<file path="src/rtl/hdlc_dma_pkg.sv">
package hdlc_dma_pkg;
  typedef enum logic [2:0] {
    REG_DATA   = 3'd0,
    REG_CFG    = 3'd1,
    REG_CNT_LO = 3'd2,
    REG_CNT_HI = 3'd3,
    REG_RX_LVL = 3'd4,
    REG_TX_LVL = 3'd5
  } reg_addr_e;

  // Block size for a 2-bit code: 32 >> code.
  function automatic logic [6:0] blk_bytes(input logic [1:0] code);
    return 7'd32 >> code;
  endfunction
endpackage

</file>
<file path="src/rtl/hdlc_byte_fifo.sv">
module hdlc_byte_fifo #(
  parameter int unsigned DEPTH = 64,
  parameter int unsigned DW    = 8,
  localparam int unsigned AW   = $clog2(DEPTH),
  localparam int unsigned LW   = AW + 1
) (
  input  logic          clk,
  input  logic          rst_n,
  input  logic          push,   // caller guarantees !full
  input  logic [DW-1:0] wdata,
  input  logic          pop,    // caller guarantees !empty
  output logic [DW-1:0] rdata,
  output logic [LW-1:0] level,
  output logic          full,
  output logic          empty
);
  logic [DW-1:0] mem [DEPTH];
  logic [AW-1:0] wr_ptr, rd_ptr;

  always_ff @(posedge clk) begin
    if (push) mem[wr_ptr] <= wdata;
  end

  always_ff @(posedge clk or negedge rst_n) begin
    if (!rst_n) begin
      wr_ptr <= '0;
      rd_ptr <= '0;
      level  <= '0;
    end else begin
      if (push) wr_ptr <= wr_ptr + AW'(1);
      if (pop)  rd_ptr <= rd_ptr + AW'(1);
      if (push && !pop)      level <= level + LW'(1);
      else if (pop && !push) level <= level - LW'(1);
    end
  end

  assign rdata = mem[rd_ptr];
  assign full  = (level == LW'(DEPTH));
  assign empty = (level == '0);
endmodule

</file>
<file path="src/rtl/hdlc_dma_burst.sv">
module hdlc_dma_burst #(
  parameter int unsigned LW = 7
) (
  input  logic          clk,
  input  logic          rst_n,
  input  logic          start_ok,
  input  logic [LW-1:0] len,
  input  logic          step,
  output logic          req
);
  logic          busy;
  logic [LW-1:0] left;

  always_ff @(posedge clk or negedge rst_n) begin
    if (!rst_n) begin
      busy <= 1'b0;
      left <= '0;
    end else if (!busy) begin
      if (start_ok && len != '0) begin
        busy <= 1'b1;
        left <= len;
      end
    end else if (step) begin
      left <= left - LW'(1);
      if (left == LW'(1)) busy <= 1'b0;
    end
  end

  assign req = busy;
endmodule

</file>
<file path="src/rtl/hdlc_dma_ctl.sv">
module hdlc_dma_ctl
  import hdlc_dma_pkg::*;
#(
  parameter int unsigned DEPTH = 64,
  parameter int unsigned CNT_W = 12,
  localparam int unsigned LW   = $clog2(DEPTH) + 1
) (
  input  logic       clk,
  input  logic       rst_n,
  input  logic [2:0] bus_addr,
  input  logic [7:0] bus_wdata,
  output logic [7:0] bus_rdata,
  input  logic       bus_rd,
  input  logic       bus_wr,
  input  logic       dack_n,
  output logic       rx_drq,
  output logic       tx_drq,
  input  logic       rx_in_valid,
  input  logic [7:0] rx_in_data,
  input  logic       rx_in_eof,
  input  logic       tx_out_pop,
  output logic [7:0] tx_out_data,
  output logic       tx_out_valid
);
  // Named internal events
  logic             dack, fifo_sel, rd_only, wr_only;
  logic             rx_pop, tx_push, reg_wr, rx_line_push, tx_line_pop;
  logic [LW-1:0]    rx_level, tx_level, rx_fb, blk, rx_len, tx_len, tx_free;
  logic             rx_full, rx_empty, tx_full, tx_empty, rx_ready, tx_ready;
  logic [7:0]       rx_head;
  logic [1:0]       blk_code;
  logic [CNT_W-1:0] tx_cnt;

  assign dack     = !dack_n;
  assign rd_only  = bus_rd && !bus_wr;
  assign wr_only  = bus_wr && !bus_rd;
  assign fifo_sel = dack || (bus_addr == REG_DATA);
  assign rx_pop   = rd_only && fifo_sel && !rx_empty;
  assign tx_push  = wr_only && fifo_sel && !tx_full;
  assign reg_wr   = wr_only && !dack;
  assign rx_line_push = rx_in_valid && !rx_full;
  assign tx_line_pop  = tx_out_pop && !tx_empty;

  hdlc_byte_fifo #(.DEPTH(DEPTH), .DW(8)) u_rx_fifo (
    .clk(clk), .rst_n(rst_n), .push(rx_line_push), .wdata(rx_in_data),
    .pop(rx_pop), .rdata(rx_head), .level(rx_level), .full(rx_full), .empty(rx_empty)
  );

  hdlc_byte_fifo #(.DEPTH(DEPTH), .DW(8)) u_tx_fifo (
    .clk(clk), .rst_n(rst_n), .push(tx_push), .wdata(bus_wdata),
    .pop(tx_line_pop), .rdata(tx_out_data), .level(tx_level), .full(tx_full), .empty(tx_empty)
  );

  // Configuration, byte count and frame-tail tracking
  always_ff @(posedge clk or negedge rst_n) begin
    if (!rst_n) begin
      blk_code <= 2'd0;
      tx_cnt   <= '0;
      rx_fb    <= '0;
    end else begin
      if (reg_wr && bus_addr == REG_CFG) blk_code <= bus_wdata[1:0];

      if (reg_wr && bus_addr == REG_CNT_LO)
        tx_cnt[7:0] <= bus_wdata;
      else if (reg_wr && bus_addr == REG_CNT_HI)
        tx_cnt[CNT_W-1:8] <= bus_wdata[CNT_W-9:0];
      else if (tx_push && dack && tx_cnt != '0)
        tx_cnt <= tx_cnt - CNT_W'(1);

      if (rx_line_push && rx_in_eof)
        rx_fb <= rx_level + LW'(1) - (rx_pop ? LW'(1) : LW'(0));
      else if (rx_pop && rx_fb != '0)
        rx_fb <= rx_fb - LW'(1);
    end
  end

  assign blk      = LW'(blk_bytes(blk_code));
  assign rx_ready = (rx_level >= blk);
  assign rx_len   = rx_ready ? blk : rx_fb;
  assign tx_free  = LW'(DEPTH) - tx_level;
  assign tx_ready = (tx_cnt != '0) && (tx_free >= blk);
  assign tx_len   = (tx_cnt < CNT_W'(blk)) ? LW'(tx_cnt) : blk;
  assign tx_out_valid = !tx_empty;

  hdlc_dma_burst #(.LW(LW)) u_rx_burst (
    .clk(clk), .rst_n(rst_n), .start_ok(rx_ready || rx_fb != '0),
    .len(rx_len), .step(rx_pop), .req(rx_drq)
  );

  hdlc_dma_burst #(.LW(LW)) u_tx_burst (
    .clk(clk), .rst_n(rst_n), .start_ok(tx_ready),
    .len(tx_len), .step(tx_push && dack), .req(tx_drq)
  );

  // Read data
  always_comb begin
    bus_rdata = 8'h00;
    if (bus_rd && fifo_sel) begin
      bus_rdata = rx_empty ? 8'h00 : rx_head;
    end else begin
      case (bus_addr)
        REG_CFG:    bus_rdata = {6'd0, blk_code};
        REG_CNT_LO: bus_rdata = tx_cnt[7:0];
        REG_CNT_HI: bus_rdata = 8'(tx_cnt >> 8);
        REG_RX_LVL: bus_rdata = 8'(rx_level);
        REG_TX_LVL: bus_rdata = 8'(tx_level);
        default:    bus_rdata = 8'h00;
      endcase
    end
  end
endmodule

</file>
<file path="config.mk">
export PLATFORM = sky130hd
export DESIGN_NAME = hdlc_dma_ctl
export DESIGN_NICKNAME = d
export VERILOG_FILES = /design/src/rtl/hdlc_dma_pkg.sv /design/src/rtl/hdlc_byte_fifo.sv /design/src/rtl/hdlc_dma_burst.sv /design/src/rtl/hdlc_dma_ctl.sv
export SDC_FILE = /design/constraint.sdc
export NUM_CORES = 1
export LEC_CHECK = 0
export BUFFER_PORTS_ARGS = -buffer_cell sky130_fd_sc_hd__buf_2
export CORE_MARGIN = 4
export CORE_UTILIZATION = 63
export DETAILED_ROUTE_END_ITERATION = 7
export GPL_ROUTABILITY_DRIVEN = 1
export PLACE_DENSITY = 0.9
export SLEW_MARGIN = 5
export SYNTH_ARGS = -nofsm -noshare
export SYNTH_HDL_FRONTEND = slang
export SYNTH_HIERARCHICAL = 1
export SYNTH_SLANG_ARGS = --single-unit
</file>
<file path="constraint.sdc">
create_clock -name clk -period 4.14 [get_ports clk]
set_input_delay 0.207 -clock clk [delete_from_list [all_inputs] [get_ports clk]]
set_output_delay 0.207 -clock clk [all_outputs]
set_load 0.005 [all_outputs]
</file>
Word-level counts from Yosys, hierarchy flattened:

Memories as Yosys holds them, arrays and structs flattened.
Cells that the tools add are included.

* register bits after elaboration: 75
* input port bits: 27
* memory bits (writable): 1024
* output and inout port bits: 19
* memories kept: 2

* reductions and logical operators: 55
* $add $sub $neg: 14
* equal/unequal tests: 12
* bitwise gates (word level): 1
* shift operators: 1
* muxes and demuxes: 34
* magnitude comparators: 3

Memories
* u_rx_fifo.mem: words 64, width 8, rd ports 1, clocked after Yosys merged registers in 0, write ports 1, line hdlc_byte_fifo.sv:17 `logic [DW-1:0] mem [DEPTH];`
* u_tx_fifo.mem: words 64, width 8, rd ports 1, clocked after Yosys merged registers in 0, write ports 1, line hdlc_byte_fifo.sv:17

Operator list (count)
* $mux 7: 14
* $pmux 8 s5: 1
* $sub 7x1->7 const B: 5
* $mux 8: 4
* $add 6x1->6 const B: 4
* $logic_and 1x1->1: 24
* $reduce_bool 7->1: 3
* $add 7x1->7 const B: 2
* $eq 7x1->1 const B: 2
* $eq 7x7->1 const B: 2
* $ge 7x7->1: 2
* $logic_not 7->1: 2
* $reduce_bool 2->1: 7
* $mux 1: 13
* $lt 12x7->1: 1
* $mux 12: 1
* $reduce_bool 12->1: 1
* $sub 12x1->12 const B: 1
* $logic_not 1->1: 11
* $reduce_and 2->1: 4
* $shr 6x2->7 const A: 1
* $sub 7x1->7: 1
* $sub 7x7->7 const A: 1
* $eq 3x2->1 const B: 2
* 8 further kinds: 11

Logic depth before layout (Yosys ltp):

* depth after elaboration: 9
* gate-level depth with buffers: 15
* depth with buffers taken out: 15

Hierarchy:

The synthesis kept the hierarchy.

By module, submodules not included
* hdlc_byte_fifo (u_rx_fifo): area each 21107.7 um2, cells each 1103, instances 1
* hdlc_byte_fifo (u_tx_fifo): area each 21089.0 um2, cells each 1104, instances 1
* hdlc_dma_ctl: area each 2338.5 um2, cells each 288, instances 1
* hdlc_dma_burst: area each 551.8 um2, cells each 61, instances 2

Worst setup path before layout:

No wires, ideal clock.

* kind: reg-to-reg
* from: register blk_code[0]
* to: register u_rx_burst.left[4]
* required time: 4.019 ns
* slack: 0.879 ns
* cell stages (with the launch flop): 14
* arrival: 3.140 ns
* setup time: 0.121 ns
* period minus slack after synthesis: 3.261 ns
* cells stage by stage: dfrtp_1 and2_1 inv_1 ha_1 o21a_1 o21ai_0 nand2b_1 a211oi_2 mux2_2 or4_4 o21ai_4 buf_6 nor2_2 o22a_1

* word-level cells in the longest chain between the ends: 7
* elaborated cells on any way between the ends: 10
* classes of those cells: order compare (1); shift (1); mux (3); reduce/logical (5)

RTL lines
* from (decl): line hdlc_dma_ctl.sv:31 `logic [1:0] blk_code;`
* from (signal assigned): line hdlc_dma_ctl.sv:61 `if (reg_wr && bus_addr == REG_CFG) blk_code <= bus_wdata[1:0];`
* $shr 6x2->7 *: line hdlc_dma_pkg.sv:13 `return 7'd32 >> code;`
* $ge 7x7->1: line hdlc_dma_ctl.sv:78 `assign rx_ready = (rx_level >= blk);`
* $mux 7 *: line hdlc_dma_ctl.sv:79 `assign rx_len = rx_ready ? blk : rx_fb;`
* net rx_len[2]: line hdlc_dma_ctl.sv:28 `logic [LW-1:0] rx_level, tx_level, rx_fb, blk, rx_len, tx_len, tx_free;`
* $reduce_bool 7->1 *: line hdlc_dma_burst.sv:19 `if (start_ok && len != '0) begin`
* $logic_and 1x1->1 *: line hdlc_dma_burst.sv:19
* $reduce_bool 2->1 (no source line) *
* $reduce_and 2->1 (no source line) *
* to (signal assigned): line hdlc_dma_burst.sv:21 `left <= len;`
* to (signal assigned): line hdlc_dma_burst.sv:24 `left <= left - LW'(1);`
* to (decl): line hdlc_dma_burst.sv:12 `logic [LW-1:0] left;`

Mark *: on every way through the listed nets, which the timed path passes. The rest lies on a longest branch. The select of a mux whose other input is x is not followed.
A chain may end at the register's enable or synchronous reset.

Final worst setup path:

* from: register u_rx_fifo.rd_ptr[2]
* to: output bus_rdata[6]

* word-level cells in the longest chain between the ends: 3

RTL lines
* from (decl): line hdlc_byte_fifo.sv:18 `logic [AW-1:0] wr_ptr, rd_ptr;`
* from (signal assigned): line hdlc_byte_fifo.sv:31 `if (pop) rd_ptr <= rd_ptr + AW'(1);`
* $mem_v2 64x8
* net rx_head[6]: line hdlc_dma_ctl.sv:30 `logic [7:0] rx_head;`
* $mux 8: line hdlc_dma_ctl.sv:99 `bus_rdata = rx_empty ? 8'h00 : rx_head;`
* $mux 8: line hdlc_dma_ctl.sv:98 `if (bus_rd && fifo_sel) begin`
* to (decl): line hdlc_dma_ctl.sv:12 `output logic [7:0] bus_rdata,`

The timed path passes the listed nets, and every way through them passes these cells.

==> key figures <==
Detailed routing
  – Drt drc: 0
  – WL/cell: 30.6 um
  – Wirelength, routed: 114000 um
  – Routed vias: 26300
  – First-pass detailed-route iteration total: 7
  – Antenna-violating nets left: 0
  – Detailed Route Iter0 Violations: 4389
  – Via/cell ratio: 7.05

Synth
  – Area contributors post-synth: edfxtp_1 67%, mux4_2 9.5%, dfrtp_1 4.1%, mux2i_1 3.0%, nor2_1 2.3%
  – Sequential area share after synthesis: 0.715
  – Synth Cell Area: 45600 um^2
  – Synth top cells by count: 1024 x edfxtp_1, 274 x nor2_1, 193 x mux4_2
  – Top-count cell post-synth: edfxtp_1
  – Seq cells post-synth: 1099
  – Largest area contributor in the netlist: edfxtp_1
  – Post-synth cell types: 79
  – Post-synth EDFFs: 1024
  – Yosys top cell area share: 0.674
  – Syn. warnings: 6
  – Async set-reset flop share out of synthesis: 0.0682
  – Cells after Synth: 2617
  – Syn_area_per_cell: 17.4 um^2
  – Synth Flop Type: edfxtp_1

Power
  – Peak VDD IR: 0.468 mV
  – Pwr/cell area: 668 nW/um^2
  – Leakage: 16.6 nW

Final layout
  – Final instance area: 50300 um^2
  – Area growth syn-to-layout: 10.1%
  – Share of cells above drive strength 1: 0.187
  – N_diodes: 0
  – Post-layout util: 0.702
  – Post-layout nets: 2767
  – Post-Layout Cell Count: 3732

Timing
  – Final Worst Setup Slack: 19.6 ps
  – Setup violations, final: 0
  – Fmax: 243 MHz
  – Final min period: 4120 ps
  – TNS Setup: 0 ps
  – Fin. max-slew vios: 0
  – Worst slew pin tran: 1260 ps
  – Final Hold Vio Count: 0
  – Period Utilization, post-route: 0.995
  – Clk_skew: 41.0 ps
  – RSZ-0062 raised after global routing: no
  – Worst slew margin: 0.158

Clock network
  – Root buffer cell: clkbuf_16
  – Clock net sink count: 1099
  – Clock Latency Late Sink: 680 ps
  – Max H-tree Level: 3
  – CTS tree: done
  – CTS buffer count: 103
  – Clk slew on worst S/H paths: 60 ps
  – CTS Buffer Depth: 3

Critical path
  – WP data arrival: 3910 ps
  – Worst setup EP type: output port
  – Worst setup SP type: flop
  – CP Cell Sequence: or3b_1, o22ai_1, a211oi_1, a211o_1, o21ai_1, nand2_1, o21ai_0, buf_2
  – CP top delay family: compound AO/OA/AOI/OAI gates
  – WP buf/inv: 1
  – Largest stage delay on the critical path: 850 ps
  – Slowest CP cell: or3b_1
  – Req. time, crit path: 3930 ps
  – Worst setup path category: flop to output port
  – CP Max Fanout: 17

Die
  – Starting density of the core: 0.637
  – # IOs: 46
  – Die width: 277 um
  – Std cell rows: 98
  – Die H: 277 um
  – Core Region: 71600 um^2
  – Die area: 76800 um^2

Placement
  – Placed cell areas: 46800 um^2
  – Pre-CTS setup slack: 395 ps
  – Port Buffers: 45
  – Dpl hpwl: 65700 um
  – Placed Instances: 3535
  – RD Place Congestion: 0.947

Min path
  – Hold Crit Class: input pin to flop

Flow run
  – Total of max-cap violations: 0

GRT
  – Total gr overflow: 0
  – Vias in the first global route: 26800
  – GRT Util Overall: 0.295
  – Largest net degree at the start of global routing: 76
  – First-pass GRT wire length: 171000 um
  – Antenna violations before repair: 1

Outcome
  – Outcome: finished clean
-- registers in the layout (all words and copies together), names as in the netlist --
name              cells
u_rx_fifo/level       7
u_tx_burst/left       7
u_rx_burst/left       7
u_tx_fifo/wr_ptr      6
u_rx_fifo/rd_ptr      6
u_tx_burst/req        1
u_tx_fifo/level       7
blk_code              2
tx_cnt               12
u_tx_fifo/mem       512
rx_fb                 7
u_tx_fifo/rd_ptr      6
u_rx_fifo/mem       512
u_rx_fifo/wr_ptr      6
u_rx_burst/req        1
-- worst paths after layout --
path / startpoint / end / slack, ps / cells past startpoint
max: u_rx_fifo/rd_ptr[2] / bus_rdata[6] / 20 / 8
min: dack_n / tx_cnt[5] / 50 / 3
max reg2reg: blk_code[1] / u_rx_burst/left[6] / 390 / 12
min reg2reg: u_tx_burst/left[6] / u_tx_burst/left[6] / 540 / 1
max in group asynchronous: rst_n / u_rx_fifo/rd_ptr[1] / 3040 / 2
min in group asynchronous: rst_n / u_rx_burst/req / 280 / 2
-- metrics by stage --
stage	total power [mW]	hold WS, ps
after floorplan	20.6	-88.6
after global placement	23.2	433
after detailed placement	23.6	443
after CTS	33.3	19.0
after global routing	34.7	37.0
final	33.6	53.6
-- power by group --
| group | internal (mW) | switching, mW |
|---|---|---|
| Sequential | 12.7 | 1.16 |
| Clock | 5.37 | 4.11 |
| Combinational | 4.29 | 5.93 |
| Total | 22.4 | 11.2 |
-- final cells by class --
class	instances	area, um^2
clock buffers	131	2710
well taps	950	1190
inverters	41	154
fillers	4028	21400
flip-flops and latches	1099	32600
clock inverters	62	696
repair buffers	102	783
multi-input cells	1347	12100
-- what timing repair did --
item / CTS / global route
hold buffers: 1 / 1
gates resized for setup: 0 / 0
hold endpoints to repair: 75 / 2
endpoints found under the setup margin: 0 / 3
setup buffers: 0 / 1
-- metal layers --
metal,GRT usage,vias up,routed length (um)
met3,0.0646,500,12800
met5,0,-,25
met4,0.147,2,7260
met2,0.485,2156,55900
met1,0.377,13100,38300
li1,-,10600,-
-- worst min-delay path, stage by stage --
cell and delay (ps):
buf_2 170, nand3_1 190, a21oi_1 90
-- kinds of logic (layout without fill, tap and decap cells) --
kind of cell,Yosys count,after routing,share of synthesized area
AOI/OAI and AO/OA,306,306,0.0469
buffers and inverters,172,336,0.0206
muxes,370,370,0.135
xor gates and xnor gates,50,50,0.00960
DFF,1099,1099,0.715
adders and majority gates,46,46,0.0129
and+or+nand+nor,573,573,0.0599
other,1,2,0.0000822
-- cells in the final DEF, fill, tap and decap left out, drive strengths merged, types with 33 or more instances in the layout --
master  instances
edfxtp       1024
nor2          276
mux4          193
mux2i         138
clkbuf        131
nand2         107
buf           100
dfrtp          75
a21oi          61
o22ai          47
ha             44
inv            44
clkinv         44
mux2           39
xnor2          36
nand3          34
o21ai          33
(Power assumes the default switching activity.)
